===== src/rtl/xa_pkg.sv =====
package xa_pkg;

  typedef int unsigned uint_t;

  typedef enum logic {
    SW_IDLE = 1'b0,
    SW_HOLD = 1'b1
  } sweep_state_e;

  // (a + b) mod n for a < n and b <= n
  function automatic uint_t wrap_add(uint_t a, uint_t b, uint_t n);
    uint_t s;
    s = a + b;
    return (s >= n) ? s - n : s;
  endfunction

endpackage


===== src/rtl/xa_arrival.sv =====
module xa_arrival #(
  parameter int N_NODES = 4,
  parameter int IDX_W   = 2,
  parameter int CNT_W   = 3
) (
  input  logic                           clk,
  input  logic                           rst,
  input  logic                           restart,
  input  logic [N_NODES-1:0]             req,
  output logic [CNT_W-1:0]               push_cnt,
  output logic [N_NODES-1:0][IDX_W-1:0]  push_list
);
  import xa_pkg::*;

  logic [N_NODES-1:0] seen_q;
  logic [IDX_W-1:0]   rr_q;
  logic [N_NODES-1:0] fresh;
  logic [IDX_W-1:0]   node;
  logic [CNT_W-1:0]   slot;

  assign fresh = req & ~seen_q;

  // order same-cycle arrivals starting at the rotating pointer
  always_comb begin
    slot      = '0;
    push_list = '0;
    node      = '0;
    for (int k = 0; k < N_NODES; k++) begin
      node = IDX_W'(wrap_add(uint_t'(rr_q), uint_t'(k), uint_t'(N_NODES)));
      if (fresh[node]) begin
        push_list[slot] = node;
        slot            = slot + 1'b1;
      end
    end
  end

  assign push_cnt = restart ? '0 : slot;

  always_ff @(posedge clk) begin
    if (rst) begin
      seen_q <= '0;
      rr_q   <= '0;
    end else if (restart) begin
      seen_q <= '0;
    end else begin
      seen_q <= seen_q | fresh;
      if (slot >= CNT_W'(2))
        rr_q <= IDX_W'(wrap_add(uint_t'(push_list[0]), 1, uint_t'(N_NODES)));
    end
  end

endmodule


===== src/rtl/xa_order_fifo.sv =====
module xa_order_fifo #(
  parameter int DEPTH = 4,
  parameter int W     = 2,
  parameter int CNT_W = 3
) (
  input  logic                       clk,
  input  logic                       rst,
  input  logic                       flush,
  input  logic [CNT_W-1:0]           push_cnt,
  input  logic [DEPTH-1:0][W-1:0]    push_list,
  input  logic                       pop,
  output logic [W-1:0]               head,
  output logic                       empty
);
  import xa_pkg::*;

  logic [W-1:0]     mem [DEPTH];
  logic [W-1:0]     rptr_q;
  logic [W-1:0]     wptr_q;
  logic [CNT_W-1:0] count_q;

  // multi-entry write: up to DEPTH indices in one cycle
  always_ff @(posedge clk) begin
    for (int k = 0; k < DEPTH; k++) begin
      if (uint_t'(k) < uint_t'(push_cnt))
        mem[W'(wrap_add(uint_t'(wptr_q), uint_t'(k), uint_t'(DEPTH)))] <= push_list[k];
    end
  end

  always_ff @(posedge clk) begin
    if (rst || flush) begin
      rptr_q  <= '0;
      wptr_q  <= '0;
      count_q <= '0;
    end else begin
      wptr_q  <= W'(wrap_add(uint_t'(wptr_q), uint_t'(push_cnt), uint_t'(DEPTH)));
      if (pop)
        rptr_q <= W'(wrap_add(uint_t'(rptr_q), 1, uint_t'(DEPTH)));
      count_q <= count_q + push_cnt - CNT_W'(pop);
    end
  end

  assign head  = mem[rptr_q];
  assign empty = (count_q == '0);

endmodule


===== src/rtl/xa_sweep.sv =====
module xa_sweep #(
  parameter int N_NODES = 4,
  parameter int IDX_W   = 2,
  parameter int CNT_W   = 3
) (
  input  logic               clk,
  input  logic               rst,
  input  logic               restart,
  input  logic               sub_done,
  input  logic               q_empty,
  input  logic [IDX_W-1:0]   q_head,
  output logic               pop,
  output logic [N_NODES-1:0] grant,
  output logic [IDX_W-1:0]   dest_idx,
  output logic               phase_done
);
  import xa_pkg::*;

  localparam logic [IDX_W-1:0] LAST_DEST = IDX_W'(N_NODES - 1);
  localparam logic [CNT_W-1:0] LAST_SRC  = CNT_W'(N_NODES - 1);

  sweep_state_e       state_q;
  logic [CNT_W-1:0]   fin_q;

  assign pop = (state_q == SW_IDLE) && !q_empty && !restart;

  always_ff @(posedge clk) begin
    if (rst) begin
      state_q    <= SW_IDLE;
      grant      <= '0;
      dest_idx   <= '0;
      fin_q      <= '0;
      phase_done <= 1'b0;
    end else begin
      phase_done <= 1'b0;
      if (restart) begin
        state_q  <= SW_IDLE;
        grant    <= '0;
        dest_idx <= '0;
        fin_q    <= '0;
      end else begin
        case (state_q)
          SW_IDLE: begin
            if (!q_empty) begin
              grant    <= N_NODES'(1) << q_head;
              dest_idx <= '0;
              state_q  <= SW_HOLD;
            end
          end
          SW_HOLD: begin
            if (sub_done) begin
              if (dest_idx == LAST_DEST) begin
                grant      <= '0;
                dest_idx   <= '0;
                state_q    <= SW_IDLE;
                fin_q      <= fin_q + 1'b1;
                phase_done <= (fin_q == LAST_SRC);
              end else begin
                dest_idx <= dest_idx + 1'b1;
              end
            end
          end
          default: state_q <= SW_IDLE;
        endcase
      end
    end
  end

endmodule


===== src/rtl/xchg_arbiter.sv =====
module xchg_arbiter #(
  parameter  int N_NODES = 4,
  localparam int IDX_W   = (N_NODES > 1) ? $clog2(N_NODES) : 1,
  localparam int CNT_W   = $clog2(N_NODES + 1)
) (
  input  logic               clk,
  input  logic               rst,
  input  logic               restart,
  input  logic [N_NODES-1:0] req,
  input  logic               sub_done,
  output logic [N_NODES-1:0] grant,
  output logic [IDX_W-1:0]   dest_idx,
  output logic               phase_done
);

  logic [CNT_W-1:0]              push_cnt;
  logic [N_NODES-1:0][IDX_W-1:0] push_list;
  logic                          pop;
  logic [IDX_W-1:0]              q_head;
  logic                          q_empty;

  xa_arrival #(.N_NODES(N_NODES), .IDX_W(IDX_W), .CNT_W(CNT_W)) u_arrival (
    .clk       (clk),
    .rst       (rst),
    .restart   (restart),
    .req       (req),
    .push_cnt  (push_cnt),
    .push_list (push_list)
  );

  xa_order_fifo #(.DEPTH(N_NODES), .W(IDX_W), .CNT_W(CNT_W)) u_fifo (
    .clk       (clk),
    .rst       (rst),
    .flush     (restart),
    .push_cnt  (push_cnt),
    .push_list (push_list),
    .pop       (pop),
    .head      (q_head),
    .empty     (q_empty)
  );

  xa_sweep #(.N_NODES(N_NODES), .IDX_W(IDX_W), .CNT_W(CNT_W)) u_sweep (
    .clk        (clk),
    .rst        (rst),
    .restart    (restart),
    .sub_done   (sub_done),
    .q_empty    (q_empty),
    .q_head     (q_head),
    .pop        (pop),
    .grant      (grant),
    .dest_idx   (dest_idx),
    .phase_done (phase_done)
  );

endmodule


===== config.mk =====
export PLATFORM = sky130hd
export DESIGN_NAME = xchg_arbiter
export DESIGN_NICKNAME = d
export VERILOG_FILES = /design/src/rtl/xa_pkg.sv /design/src/rtl/xa_arrival.sv /design/src/rtl/xa_order_fifo.sv /design/src/rtl/xa_sweep.sv /design/src/rtl/xchg_arbiter.sv
export SDC_FILE = /design/constraint.sdc
export NUM_CORES = 1
export LEC_CHECK = 0
export ABC_AREA = 1
export CORE_MARGIN = 1.5
export CORE_UTILIZATION = 65
export DETAILED_ROUTE_END_ITERATION = 10
export PLACE_DENSITY = 0.86
export SLEW_MARGIN = 20
export SYNTH_ARGS = -nofsm -noshare
export SYNTH_HDL_FRONTEND = slang
export SYNTH_SLANG_ARGS = --single-unit

===== constraint.sdc =====
create_clock -name clk -period 11 [get_ports clk]
set_input_delay 2.75 -clock clk [delete_from_list [all_inputs] [get_ports clk]]
set_output_delay 2.75 -clock clk [all_outputs]
set_load 0.05 [all_outputs]

Word level (Yosys, flattened, before mapping)
Memories as Yosys holds them, arrays and structs flattened. A register that Yosys moved wholly into a read port is not among the register bits.
Cells that the tools add are included.

storage, ports and cells
  bits in registers = 24
  memory bits (writable) = 8
  word-level logic and storage cells = 151
  memories = 1

memories
  memory      words  width  read ports  clocked after Yosys merged registers in  write ports  line                 source
  u_fifo.mem  4      2      1           1                                        4            xa_order_fifo.sv:17  logic [W-1:0] mem [DEPTH];

operators by class
  $add $sub $neg = 27
  $lt $le $gt $ge = 26
  equal/unequal tests = 5
  shift operators = 1
  mux-type cells = 59
  bitwise operators = 7
  reduce and logical (&&, ||, !) cells = 15

operators by type and width
  cell                                                         number
  two-way mux 2 bit                                            20
  bitwise mux 8 bit                                            3
  >= comparator 3 bit (second input constant)                  8
  two-way mux 8 bit                                            3
  subtractor 2 x 1 -> 2 bit (second input constant)            11
  two-way mux 1 bit                                            16
  adder 2 x 1 -> 3 bit (second input constant)                 4
  adder 2 x 2 -> 3 bit (second input constant)                 4
  demux 2 bit (select 2 bit)                                   3
  less-than comparator 2 x 3 -> 1 bit (second input constant)  4
  two-way mux 3 bit                                            4
  two-way mux 4 bit                                            3
  adder 3 x 1 -> 3 bit (second input constant)                 3
  binary-select mux 1 bit (select 2 bit)                       4
  case mux 4 bit (2 select lines)                              1
  >= comparator 2 x 3 -> 1 bit (second input constant)         2
  >= comparator 3 x 1 -> 1 bit (second input constant)         2
  less-than comparator 1 x 3 -> 1 bit (first input constant)   2
  less-than comparator 2 x 3 -> 1 bit (first input constant)   2
  less-than comparator 3 bit (second input constant)           2
  != test 2 bit (second input constant)                        3
  AND reduction 3 bit                                          2
  logical AND 1 bit                                            5
  OR reduction 5 bit                                           1
  other kinds (23)                                             28

Logic depth before layout (Yosys ltp)
Gate-level depths: netlist of run 1.

  word-level depth = 18
  gate-level depth with buffers = 24

Modules after synthesis
From an unflattened synthesis of run 1, not the netlist that was laid out.

second synthesis, totals
  cells, all modules = 405
  area total of the unflattened synthesis = 2,745.1 sq um

by module, submodules not included
  module         instances  cells each  area each (sq um)
  xa_order_fifo  1          176         1,198.6
  xa_arrival     1          149         994.7
  xa_sweep       1          80          551.8

Least setup slack after synthesis of run 1
No wires, ideal clock.

  path type = input to register
  from = in req[3]
  to = reg u_fifo.count_q[2]
  setup time = 0.128 ns
  data arrival time = 5.487 ns
  required time = 10.872 ns
  setup slack = 5.386 ns
  cell stages on the path = 21
  path buffers = 0
  cells stage by stage = nand3_1 -> nand3_1 -> nand2_1 -> inv_1 -> ha_1 -> inv_1 -> nand3_1 -> nand2_1 -> inv_1 -> ha_1 -> nand3_1 -> nand2_1 -> inv_2 -> nand2_2 -> ha_1 -> inv_1 -> fa_1 -> xor2_1 -> xor2_1 -> inv_1 -> nor2_1

on the way
  cells in the longest elaborated chain, start to end = 13
  elaborated cells between the ends (all ways) = 19

ends and longest elaborated chain
  item                                     line                 source
  start, declared                          xchg_arbiter.sv:9    input logic [N_NODES-1:0] req,
  AND 4 bit (*)                            xa_arrival.sv:21     assign fresh = req & ~seen_q;
  binary-select mux 1 bit (select 2 bit)   xa_arrival.sv:30     if (fresh[node]) begin
  two-way mux 1 bit (not written as such)  xa_arrival.sv:30
  two-way mux 1 bit                        xa_arrival.sv:30
  adder 1 x 1 -> 2 bit                     xa_arrival.sv:32     slot = slot + 1'b1;
  two-way mux 3 bit                        xa_arrival.sv:30
  adder 3 x 1 -> 3 bit                     xa_arrival.sv:32
  two-way mux 3 bit                        xa_arrival.sv:30
  adder 3 x 1 -> 3 bit                     xa_arrival.sv:32
  two-way mux 3 bit (*)                    xa_arrival.sv:30
  two-way mux 3 bit (*)                    xa_arrival.sv:37     assign push_cnt = restart ? '0 : slot;
  adder 3 bit (*)                          xa_order_fifo.sv:39  count_q <= count_q + push_cnt - CNT_W'(pop);
  subtractor 3 x 1 -> 3 bit (*)            xa_order_fifo.sv:39
  end signal, assigned                     xa_order_fifo.sv:39
  end, declared                            xa_order_fifo.sv:20  logic [CNT_W-1:0] count_q;

Mark *: on every way between the ends. The rest lies on a longest branch, timed or not. The select of a mux whose other input is x is not followed.
A chain may end at the register's enable or synchronous reset.

Worst setup path in the final report of run 1
  from = in req[1]
  to = reg u_fifo.count_q[2]

The elaborated chain is that of the path after synthesis.

==> flow_summary_export.csv, run 1 <==
group,metric,value,unit
status,outcome,"completed",
cts,ctsLongestPathBuffers,2,
die,row_count,22,
pwr,power,0.969,mW
die,die_h,65.9,µm
die,die-area,0.00434,mm²
critical_path,cp_cell_sequence,"clkdlybuf4s50_1 > nand3_1 > nand3_1 > nand2_1 > inv_1 > ha_1 > inv_1 > nand3_1 > nand2_1 > inv_1 > ha_1 > nand3_1 > nand2_1 > inv_2 > nand2_2 > ha_1 > inv_1 > fa_1 > xor2_1 > xor2_1 > inv_1 > nor2_1",
placement,dpl.hpwl,4250,µm
sta,fmax,0.164,GHz
placement,place_area,0.00270,mm²
detailed_routing,route.vias.total,2446,
critical_path,crit_family,"adder cells",
pwr,pwr_density_cell,348,mW/mm²
detailed_routing,wl_met3,316,µm
die,core_area,0.00372,mm²
cts,cts_buffers,5,
sta,fin_ws,4.89,ns
critical_path,cp_common_cell,"inv_1",
critical_path,cp-start-kind,"primary input",
critical_path,end_kind,"register",
finish,stdcell_area,0.00279,mm²
pwr,power.leakage,1.37,nW
global_routing,grt_antenna_before_repair,0,
synth,syn_nets,397,
sta,post-route-period-util,55.5,%
sta,tightestPinTransition,0.613,ns
critical_path,slowest_stage,"clkdlybuf4s50_1",
synth,syn_avg_cell_area,6.90,µm²
cts,holdBufCountCts,0,
cts,clk_pin_slew,0.07,ns
detailed_routing,top_layer,"met4",
synth,netlist_area,0.00257,mm²
synth,ys_seq_elements,34,
die,die-width,65.9,µm
finish,nets,411,
sta,clock-skew-final,0.00445,ns
global_routing,grt.total_usage,28.8,%
critical_path,critical_path_class,"primary input to register",
global_routing,grt_pass1_vias,2242,
detailed_routing,met2_length,2670,µm
pwr,vdd_drop_max,209,µV
cts,cts_root_buf,"clkbuf_8",
detailed_routing,wl_met1,2590,µm
run,cap_violations,0,
finish,antennaDiodeCount,0,
placement,place_ws,4.65,ns
cts,cts_resized,0,
cts,clk_latency,0.29,ns
critical_path,arrival,6.27,ns
sta,period_minus_slack,6.11,ns
finish,final_common_cell,"nand2_1",
die,io_pins,15,
detailed_routing,final_antenna_net_count,0,
detailed_routing,wl,5670,µm
die,start_util,69.1,%
cts,cts_sinks,34,
sta,hold_viol_final,0,
critical_path,cp_slowest_stage_delay,0.53,ns
min_path,hold_class,"register to register",
detailed_routing,first_iter_violations,178,
finish,syn2layout_area_growth,8.53,%
placement,port_buffers,14,
sta,tns,0,ns
detailed_routing,drc,0,
sta,rsz0062_at_grt,"no",
global_routing,overflow,0,
synth,synth_cell_types,33,
finish,utilization,75.0,%
global_routing,grt_first_pass_wirelength,9720,µm
finish,final_cell_mix,"nand2_1, nand3_1, inv_1, nor2_1, dfxtp_1",
synth,yosys_warnings,0,
synth,seq_area_frac_synth,29.6,%
synth,synthCells,372,
detailed_routing,vias_per_cell,5.62,
finish,drive_above_1_share,11.4,%
critical_path,critPathBufInv,7,
detailed_routing,drtPass1Iterations,5,
cts,cts_setup_buffers,0,
global_routing,grt_max_degree,21,
critical_path,cp_max_fo,6,
critical_path,crit_required,11.16,ns
placement,place.gp.congestion,0.910,
sta,report.final.slew_viol_count,0,
cts,tritoncts,"built",
sta,finalSetupViolations,0,
sta,relSlewSlack,59.0,%
detailed_routing,wl_per_cell,13.0,µm
cts,htree_levels,2,
[worst register-to-register path, stage by stage, from the launching register on]
cell and delay, ns:
dfxtp_1 0.60, inv_4 0.17, nand2_2 0.10, nand2_2 0.09, nand2_1 0.14, nand2_1 0.12
ha_1 0.37, inv_1 0.08, nand3_1 0.10, nand2_1 0.16, inv_1 0.09, ha_1 0.29
nand3_1 0.08, nand2_1 0.06, inv_2 0.05, nand2_2 0.07, ha_1 0.27, inv_1 0.05
fa_1 0.42, xor2_1 0.18, xor2_1 0.16, inv_1 0.05, nor2_1 0.03
[cell usage after synthesis, drive strengths merged]
cell type / n / share of area [%]
nand2: 98 / 17
nand3: 77 / 18
inv: 60 / 8.9
nor2: 35 / 5.1
dfxtp: 26 / 20
a21oi: 17 / 3.3
ha: 16 / 7.8
o21ai: 9 / 1.8
edfxtp: 8 / 9.4
buf: 6 / 2.7
nand4: 4 / 0.97
xor2: 3 / 1.0
nor3: 2 / 0.39
a211oi: 1 / 0.29
a31oi: 1 / 0.24
a32o: 1 / 0.39
a32oi: 1 / 0.34
clkbuf: 1 / 0.15
fa: 1 / 0.78
nor4: 1 / 0.24
o21a: 1 / 0.29
o22ai: 1 / 0.24
o32ai: 1 / 0.34
xnor2: 1 / 0.34
[worst paths after layout]
path                                        start           endpoint  slack, ns  cells after the start
worst min-delay path             u_sweep.grant[1]   u_sweep.grant[1]       0.47                      2
worst min register to register   u_sweep.grant[1]   u_sweep.grant[1]       0.47                      2
worst max register to register  u_arrival.rr_q[0]  u_fifo.count_q[2]       7.11                     22
worst max-delay path                       req[1]  u_fifo.count_q[2]       4.89                     22
[area by class of cell]
class	instances	area, µm²
multi-input cells	271	1510
fillers	291	930
flip-flops and latches	34	761
inverters	60	228
repair buffers	14	140
clock buffers	7	86.3
well taps	48	60.1
clock inverters	1	5.00
[cells by family (layout without fill, tap and decap cells)]
logic type,Yosys count,in the layout,share of synthesized area (%)
buf+inv,67,82,11.7
fa+ha+maj,17,17,8.58
compound gates,33,33,7.21
simple gates,217,217,41.5
flops,34,34,29.6
xor+xnor,4,4,1.36
[through the flow]
stage | hold slack [ns] | std cells
6_report | 0.466 | 435
5_1_grt | 0.486 | 435
4_1_cts | 0.470 | 435
3_5_place_dp | 0.461 | 427
3_3_place_gp | 0.450 | 427
2_1_floorplan | 0.428 | 372
[registers in the layout, indices dropped and copies added, names as in the netlist, named ones only]
name                flops
u_fifo.mem              8
u_arrival.seen_q        4
u_sweep.grant           4
u_fifo.count_q          3
u_sweep.fin_q           3
u_arrival.rr_q          2
u_fifo.rptr_q           2
u_fifo.wptr_q           2
u_sweep.dest_idx        2
u_sweep.phase_done      1
u_sweep.state_q         1
[where the power goes]
group	internal [mW]	leakage [nW]	switching, mW
Sequential	0.182	0.289	0.0215
Clock	0.0505	0.0482	0.0461
Combinational	0.214	1.03	0.455
Total	0.446	1.37	0.523
[routing by layer]
metal | up-vias | GRT usage, %
met3 | 10 | 4.43
met5 | - | 0
met1 | 1112 | 37.3
met4 | 0 | 11.2
met2 | 84 | 48.1
li1 | 1240 | -
(Power assumes the default switching activity.)
==> run 2: changes to the inputs <==
CORE_UTILIZATION = 60   (was 65)
PLACE_DENSITY = 0.8   (was 0.86)
clock period = 5.8 ns   (was 11 ns; I/O delays follow)
==> flow_summary_export.csv, run 2 (synthesis results as in run 1) <==
group,metric,value,unit
cts,htree_levels,2,
cts,cts_sinks,34,
sta,clock-skew-final,0.00773,ns
status,outcome,"completed",
pwr,pwr_density_cell,657,mW/mm²
finish,final_cell_mix,"nand2_1, nand3_1, inv_1, nor2_1, dfxtp_1",
finish,largest_registers,"u_fifo.mem x8, u_arrival.seen_q x4, u_sweep.grant x4",
finish,final_common_cell,"nand2_1",
global_routing,grt_pass1_vias,2113,
run,cap_violations,0,
die,die-area,0.00468,mm²
finish,stdcell_area,0.00279,mm²
detailed_routing,final_antenna_net_count,0,
die,row_count,23,
critical_path,cp_common_cell,"inv_1",
placement,place_area,0.00270,mm²
die,core_area,0.00406,mm²
finish,instances_no_fill,437,
sta,whs,0.466,ns
global_routing,grt.total_usage,25.6,%
detailed_routing,first_iter_violations,100,
critical_path,crit_family,"adder cells",
detailed_routing,drtPass1Iterations,5,
finish,fill_cells,370,
sta,relSlewSlack,60.5,%
finish,nets,411,
detailed_routing,drc,0,
finish,largest_register_ffs,8,
die,io_pins,15,
cts,clk_latency,0.28,ns
sta,finalSetupViolations,0,
cts,cts_buffers,5,
critical_path,cp_cell_sequence,"clkdlybuf4s50_1 > nand3_1 > nand3_1 > nand2_1 > inv_1 > ha_1 > inv_1 > nand3_1 > nand2_1 > inv_1 > ha_1 > nand3_1 > nand2_1 > inv_2 > nand2_2 > ha_1 > inv_1 > fa_1 > xor2_1 > xor2_1 > inv_1 > nor2_1",
finish,syn2layout_area_growth,8.77,%
pwr,power.leakage,1.36,nW
cts,tritoncts,"built",
critical_path,reg2reg_depth,22,
critical_path,cp-start-kind,"primary input",
cts,cts_setup_buffers,0,
sta,post-route-period-util,82.6,%
global_routing,grt_first_pass_wirelength,9050,µm
critical_path,slowest_stage,"clkdlybuf4s50_1",
sta,hold_viol_final,0,
detailed_routing,vias_per_cell,5.43,
cts,clk_pin_slew,0.07,ns
detailed_routing,wl,5450,µm
critical_path,cp_slowest_stage_delay,0.53,ns
sta,fin_ws,1.01,ns
finish,utilization,68.8,%
global_routing,overflow,0,
detailed_routing,wl_per_cell,12.5,µm
min_path,hold_class,"register to register",
sta,rsz0062_at_grt,"no",
critical_path,end_kind,"register",
finish,antennaDiodeCount,0,
pwr,vdd_drop_max,385,µV
die,die_h,68.4,µm
die,start_util,63.3,%
placement,place_inst,429,
cts,cts_root_buf,"clkbuf_8",
sta,period_minus_slack,4.79,ns
placement,place.gp.congestion,0.861,
global_routing,grt_antenna_before_repair,0,
placement,port_buffers,14,
placement,place_ws,0.740,ns
cts,ctsLongestPathBuffers,2,
detailed_routing,route.vias.total,2374,
cts,cts_resized,0,
critical_path,crit_required,5.96,ns
critical_path,critical_path_class,"primary input to register",
critical_path,crit_cells,22,
cts,holdBufCountCts,0,
critical_path,critPathBufInv,7,
finish,drive_above_1_share,11.6,%
die,die-width,68.4,µm
sta,report.final.slew_viol_count,0,
min_path,whs_path_depth,2,
critical_path,cp_max_fo,6,
sta,tns,0,ns
sta,tightestPinTransition,0.590,ns
placement,dpl.hpwl,4200,µm
finish,largest-register,"u_fifo.mem",
global_routing,grt_max_degree,21,
sta,fmax,0.209,GHz
critical_path,arrival,4.95,ns
pwr,power,1.83,mW
==> run 2: cell count changes in the layout (fill, tap and decap cells not counted), sizes merged <==
cell      previous run  this run
clkbuf               7         6
clkinvlp             0         1
==> run 2: path summary, 6_finish.rpt <==
kind                     start                 to  slack (ns)
min           u_sweep.grant[1]   u_sweep.grant[1]        0.47
min reg2reg   u_sweep.grant[1]   u_sweep.grant[1]        0.47
max                     req[1]  u_fifo.count_q[2]        1.01
max reg2reg  u_arrival.rr_q[0]  u_fifo.count_q[2]        1.97
==> run 2: cell type report <==
type | instances | area, µm² | share of cell area, %
multi-input cells | 271 | 1510 | 53.9
well taps | 50 | 62.6 | 2.24
flip-flops and latches | 34 | 761 | 27.2
inverters | 60 | 228 | 8.15
repair buffers | 14 | 140 | 5.02
clock inverters | 2 | 12.5 | 0.448
clock buffers | 6 | 82.6 | 2.96
==> run 2: layer usage <==
metal	global-route usage (%)	wire, µm
met2	43.5	2550
met3	3.45	255
met1	33.1	2600
met4	8.25	51
met5	0	0
==> run 2: where the power goes <==
part | internal [mW] | switching [mW]
clock network | 0.0953 | 0.0854
registers | 0.345 | 0.0404
logic | 0.406 | 0.863
total | 0.846 | 0.988
==> run 2: worst reg2reg max path, delay by kind of cell (launching register included) <==
kind,cells,cell delay [ns]
XOR/XNOR,2,0.35
buffers and inverters,7,0.58
adder cells (fa/ha/maj),4,1.37
AND/OR/NAND/NOR,9,0.82
flip-flops,1,0.58
